[config.mk]
export PLATFORM = sky130hd
export DESIGN_NAME = carry_alu
export DESIGN_NICKNAME = d
export VERILOG_FILES = /design/src/rtl/carry_alu_pkg.sv /design/src/rtl/carry_alu_logic.sv /design/src/rtl/carry_alu_arith.sv /design/src/rtl/carry_alu.sv
export SDC_FILE = /design/constraint.sdc
export NUM_CORES = 1
export LEC_CHECK = 0
export ABC_AREA = 1
export BUFFER_PORTS_ARGS = -buffer_cell sky130_fd_sc_hd__buf_2
export CORE_AREA = 2 2 39 41
export DETAILED_ROUTE_END_ITERATION = 10
export DIE_AREA = 0 0 41 43
export SYNTH_ARGS = -nofsm -noshare
export SYNTH_HDL_FRONTEND = slang
export SYNTH_HIERARCHICAL = 1
export SYNTH_SLANG_ARGS = --single-unit
[constraint.sdc]
create_clock -name vclk -period 5.7
set_input_delay 0.855 -clock vclk [all_inputs]
set_output_delay 0.855 -clock vclk [all_outputs]
set_load 0.02 [all_outputs]
[src/rtl/carry_alu_pkg.sv]
package carry_alu_pkg;

   typedef enum logic [1:0] {
      OPC_AND = 2'b00,
      OPC_OR  = 2'b01,
      OPC_ADD = 2'b10,
      OPC_SUB = 2'b11
   } opc_e;

   localparam int ADDER_RIPPLE = 0;
   localparam int ADDER_EXPR   = 1;

   function automatic logic is_arith(input opc_e op);
      return op[1];
   endfunction

endpackage

[src/rtl/carry_alu_logic.sv]
module carry_alu_logic #(
   parameter int WIDTH = 4
) (
   input  logic [WIDTH-1:0] a_i,
   input  logic [WIDTH-1:0] b_i,
   input  logic             use_or_i,
   output logic [WIDTH:0]   wide_o
);
   if (WIDTH < 1) begin : g_bad_width
      $error("carry_alu_logic: WIDTH must be at least 1");
   end

   logic [WIDTH-1:0] bits;

   for (genvar i = 0; i < WIDTH; i++) begin : g_bit
      assign bits[i] = use_or_i ? (a_i[i] | b_i[i]) : (a_i[i] & b_i[i]);
   end

   // top bit is tied low: bitwise operations never raise the flag
   assign wide_o = {1'b0, bits};

endmodule

[src/rtl/carry_alu_arith.sv]
module carry_alu_arith #(
   parameter int WIDTH       = 4,
   parameter int ADDER_STYLE = carry_alu_pkg::ADDER_RIPPLE
) (
   input  logic [WIDTH-1:0] a_i,
   input  logic [WIDTH-1:0] b_i,
   input  logic             sub_i,
   output logic [WIDTH:0]   wide_o
);
   localparam int EXT_W = WIDTH + 1;

   if (WIDTH < 1) begin : g_bad_width
      $error("carry_alu_arith: WIDTH must be at least 1");
   end
   if (ADDER_STYLE != carry_alu_pkg::ADDER_RIPPLE &&
       ADDER_STYLE != carry_alu_pkg::ADDER_EXPR) begin : g_bad_style
      $error("carry_alu_arith: unknown ADDER_STYLE");
   end

   // zero extension: the added top bit is 0, never a copy of the msb
   logic [EXT_W-1:0] ext_a;
   logic [EXT_W-1:0] ext_b;
   assign ext_a = {1'b0, a_i};
   assign ext_b = {1'b0, b_i};

   if (ADDER_STYLE == carry_alu_pkg::ADDER_RIPPLE) begin : g_ripple
      logic [EXT_W:0]   chain;
      logic [EXT_W-1:0] b_eff;
      logic [EXT_W-1:0] sum;
      assign chain[0] = sub_i;
      for (genvar i = 0; i < EXT_W; i++) begin : g_stage
         assign b_eff[i]   = ext_b[i] ^ sub_i;
         assign sum[i]     = ext_a[i] ^ b_eff[i] ^ chain[i];
         assign chain[i+1] = (ext_a[i] & b_eff[i]) | (chain[i] & (ext_a[i] ^ b_eff[i]));
      end
      assign wide_o = sum;
   end else begin : g_expr
      assign wide_o = sub_i ? (ext_a - ext_b) : (ext_a + ext_b);
   end

   always_comb begin
      if (!sub_i) begin
         // a sum of zero-extended operands never wraps below either operand
         assert_add_no_wrap_R3: assert (wide_o >= ext_a && wide_o >= ext_b);
      end
      if (sub_i) begin
         assert_sub_borrow_R4: assert (wide_o[WIDTH] == (a_i < b_i));
      end
      if (sub_i && a_i == b_i) begin
         assert_sub_equal_zero_R7: assert (wide_o == '0);
      end
   end

endmodule

[src/rtl/carry_alu.sv]
module carry_alu #(
   parameter int WIDTH       = 4,
   parameter int ADDER_STYLE = carry_alu_pkg::ADDER_RIPPLE
) (
   input  logic [WIDTH-1:0] opnd_a,
   input  logic [WIDTH-1:0] opnd_b,
   input  logic [1:0]       op_sel,
   output logic [WIDTH-1:0] result,
   output logic             carry_out
);
   import carry_alu_pkg::*;

   if (WIDTH < 1) begin : g_bad_width
      $error("carry_alu: WIDTH must be at least 1");
   end

   opc_e           opc;
   logic [WIDTH:0] logic_wide;
   logic [WIDTH:0] arith_wide;
   logic [WIDTH:0] wide_res;

   assign opc = opc_e'(op_sel);

   carry_alu_logic #(
      .WIDTH (WIDTH)
   ) u_logic (
      .a_i      (opnd_a),
      .b_i      (opnd_b),
      .use_or_i (op_sel[0]),
      .wide_o   (logic_wide)
   );

   carry_alu_arith #(
      .WIDTH       (WIDTH),
      .ADDER_STYLE (ADDER_STYLE)
   ) u_arith (
      .a_i    (opnd_a),
      .b_i    (opnd_b),
      .sub_i  (op_sel[0]),
      .wide_o (arith_wide)
   );

   // every code drives the full wide word
   always_comb begin
      if (is_arith(opc)) wide_res = arith_wide;
      else               wide_res = logic_wide;
   end

   assign result    = wide_res[WIDTH-1:0];
   assign carry_out = wide_res[WIDTH];

   always_comb begin
      if (opc == OPC_AND) begin
         assert_and_subset_R1: assert ((result & ~opnd_a) == '0 && carry_out == 1'b0);
      end
      if (opc == OPC_OR) begin
         assert_or_superset_R2: assert ((result & opnd_b) == opnd_b && carry_out == 1'b0);
      end
   end

endmodule

======== Yosys cells after proc, flatten, opt, wreduce, memory -nomap -nowiden ========
Index checks and enable logic that the tools add are counted.
operators by class
  muxes and demuxes ....................... 5
  bitwise logic cells ..................... 33
operator list
  cell               number
  bitwise XOR 1 bit  13
  AND 1 bit          12
  bitwise OR 1 bit   8
  two-way mux 5 bit  1
  two-way mux 1 bit  4
storage, ports and cells
  flip-flop bits (word level) ............. 0
  output and inout bits ................... 5
  bits of input ports ..................... 10
  logic and storage cells ................. 38

======== Depth between registers and ports, before layout ========
  depth after elaboration ................. 12
  mapped depth ............................ 10
  gate-level depth less buffers ........... 10

======== Cells and area by module ========
The synthesis kept the hierarchy.
modules (own cells, without submodules)
  module           instances  cells an instance  area an instance (um^2)
  carry_alu_arith  1          33                 201.4
  carry_alu_logic  1          16                 68.8
  carry_alu        1          16                 60.1

======== Worst setup path before layout ========
OpenSTA, ideal clock, no wires.
  path type ............................... input to output
  start ................................... in op_sel[0]
  end ..................................... out carry_out
  path buffers ............................ 1
  required time ........................... 4.845 ns
  slack ................................... 2.357 ns
  stages .................................. 9
  data arrival time ....................... 2.488 ns
  cell sequence ........................... buf_6 > xor2_1 > fa_1 > inv_1 > fa_1 > fa_1 > xnor2_1 > nand2_1 > nand2_1
on the way
  word-level cells in the longest chain between the ends .. 12
ends and longest elaborated chain
  item                     line                   source
  from (decl)              carry_alu.sv:7         input logic [1:0] op_sel,
  bitwise XOR 1 bit        carry_alu_arith.sv:32  assign b_eff[i] = ext_b[i] ^ sub_i;
  bitwise XOR 1 bit        carry_alu_arith.sv:34  assign chain[i+1] = (ext_a[i] & b_eff[i]) | (chain[i] & (ext_a[i] ^ b_eff[i]));
  AND 1 bit                carry_alu_arith.sv:34
  bitwise OR 1 bit         carry_alu_arith.sv:34
  AND 1 bit                carry_alu_arith.sv:34
  bitwise OR 1 bit         carry_alu_arith.sv:34
  AND 1 bit                carry_alu_arith.sv:34
  bitwise OR 1 bit         carry_alu_arith.sv:34
  AND 1 bit                carry_alu_arith.sv:34
  bitwise OR 1 bit         carry_alu_arith.sv:34
  bitwise XOR 1 bit *      carry_alu_arith.sv:33  assign sum[i] = ext_a[i] ^ b_eff[i] ^ chain[i];
  named net arith_wide[4]  carry_alu.sv:19        logic [WIDTH:0] arith_wide;
  two-way mux 5 bit *      carry_alu.sv:45        if (is_arith(opc)) wide_res = arith_wide;
  to (decl)                carry_alu.sv:9         output logic carry_out
Mark *: on every way through the listed nets, which the timed path passes. The rest lies on a longest branch.

======== Worst setup path after layout ========
Ends and elaborated chain as after synthesis.

==> flow_summary.toml <==
[min_path]
hp-class = "input pin to primary output"

[final_layout]
nets = 93
layout-drive-gt1-share = 0.231
clock_buffers = 0
layout.cells.non_filler = 94
nFlopsAndLatches = 0
syn2layout_area_growth_pct = 23.1
fin_util = 0.294
register_area_um2 = 0
fin_area_um2 = 407
diodes = 0

[synth]
synth_top_family_by_area = "simple AND/OR/NAND/NOR gates"
synthAdderAreaFrac = 0.182
synth_top_area_frac = 0.386
ys_seq_area_frac = 0
synth_area_leaders = "nand2_1 (39%), fa_1 (18%), inv_1 (10%)"
yosys.area.top_type = "nand2_1"
yosys.area_share.simple = 0.432
yosys-mux-area-fraction = 0
synth_area_um2 = 330
synth_compound_area_frac = 0.0758
avgSynthCellArea_um2 = 5.08
syn_inst = 65
synthXorXnorAreaFrac = 0.106
syn-num-nets = 78
synth.distinct_cells = 12
yosys_warnings = 6

[placement]
placed_area_um2 = 407
placed_cells = 94
port_buffers = 15
dp_hpwl_um = 629
dp_slack_ns = 2.04
place.gp.congestion = 0.684

[setup_path]
path_class = "input pin to primary output"
cp.required_ns = 4.85
crit_path_start_kind = "input pin"
crit_path_end_kind = "primary output"
critPathArrivalTime_ns = 2.80
crit_fanout = 12

[cts]
cts_hold_buf = 0
cts_setup_buffers = 0
cts_resized = 0

[sta]
fin_crit_ns = 3.66
fin_crit_sh = 0.642
setup-tns-final_ns = 0
setup_viol = 0
slew_viol_final = 0
clock.fmax_ghz = 0.273
rsz0062_at_grt = "no"
worst_slack_ns = 2.04
hold_ws_ns = 2.09
hold_viol_final = 0

[floorplanning]
dieArea_um2 = 1760
start_util = 0.239
die_x_um = 41
fp.coreArea_um2 = 1380
rows = 14
die_height_um = 43
io_pins = 15

[drt]
firstDrtPassIters = 4
drt_iter0_drc = 11
drtAntennaViolNets = 0
route.detailed.vias_per_inst = 4.19
routedWlPerCell_um = 7.86
wirelength_um = 739
drc = 0
vias = 394

[global_routing]
met3_usage = 0
gr-usage-met1 = 0.138
gr-usage-all-layers = 0.0963
grt-busiest-layer = "met2"
grt_pass1_wl_um = 1280
grt_pass1_vias = 315
antenna_found_initial = 0
met2_usage = 0.166
grt_max_degree = 13
grt-ovfl-total = 0

[power]
power_density_nw_per_um2 = 110
p_total_mw = 0.0447
ir_drop_mv = 0.0257
p_leak_nw = 0.266

[run]
drv_cap = 0

[run_status]
status = "finished clean"
routing by layer:
| layer | wire, um | vias up |
|---|---|---|
| met5 | 0 | - |
| met4 | 0 | 0 |
| met3 | 66 | 0 |
| met2 | 312 | 14 |
| met1 | 361 | 168 |
| li1 | - | 212 |
cell type report:
class / count / area, um2
repair buffers: 15 / 75.1
multi-input cells: 51 / 267
fillers: 173 / 977
well taps: 16 / 20.0
inverters: 12 / 45.0
cell families (layout without fill, tap and decap cells):
family          after synthesis  after routing
fa+ha+maj                     3              3
compound gates                5              5
simple gates                 38             38
other cells                   1              1
xor+xnor                      4              4
buf+inv                      14             27
cells in the mapped netlist (all sizes together):
cell and number:
nand2 34, buf 2, nor2 4, xor2 1, inv 12, xnor2 3
conb 1, o21ai 1, a21oi 4, fa 3
cell usage in the layout, fill, tap and decap left out, drive strengths merged:
| cell | instances |
|---|---|
| xor2 | 1 |
| conb | 1 |
| a21oi | 4 |
| nor2 | 4 |
| xnor2 | 3 |
| inv | 12 |
| fa | 3 |
| o21ai | 1 |
| buf | 15 |
| nand2 | 34 |
worst max-delay path, stage by stage:
cell and delay [ns]:
buf_2 0.25, nand2_1 0.10, o21ai_0 0.13, fa_1 0.23, inv_1 0.05, fa_1 0.37, fa_1 0.39, xnor2_1 0.15
nand2_1 0.07, nand2_1 0.06, buf_2 0.15
path summary, 6_finish.rpt:
path	startpoint	end	slack, ns	cells after the start
worst max-delay path	op_sel[0]	carry_out	2.04	11
worst min-delay path	op_sel[1]	result[1]	2.09	4
power by group:
group          switching (mW)  leakage, nW  internal, mW
combinational          0.0274        0.266        0.0173
sequential                  0            0             0
clock                       0            0             0
total                  0.0274        0.266        0.0173
Power figures use the tool's default switching activity.
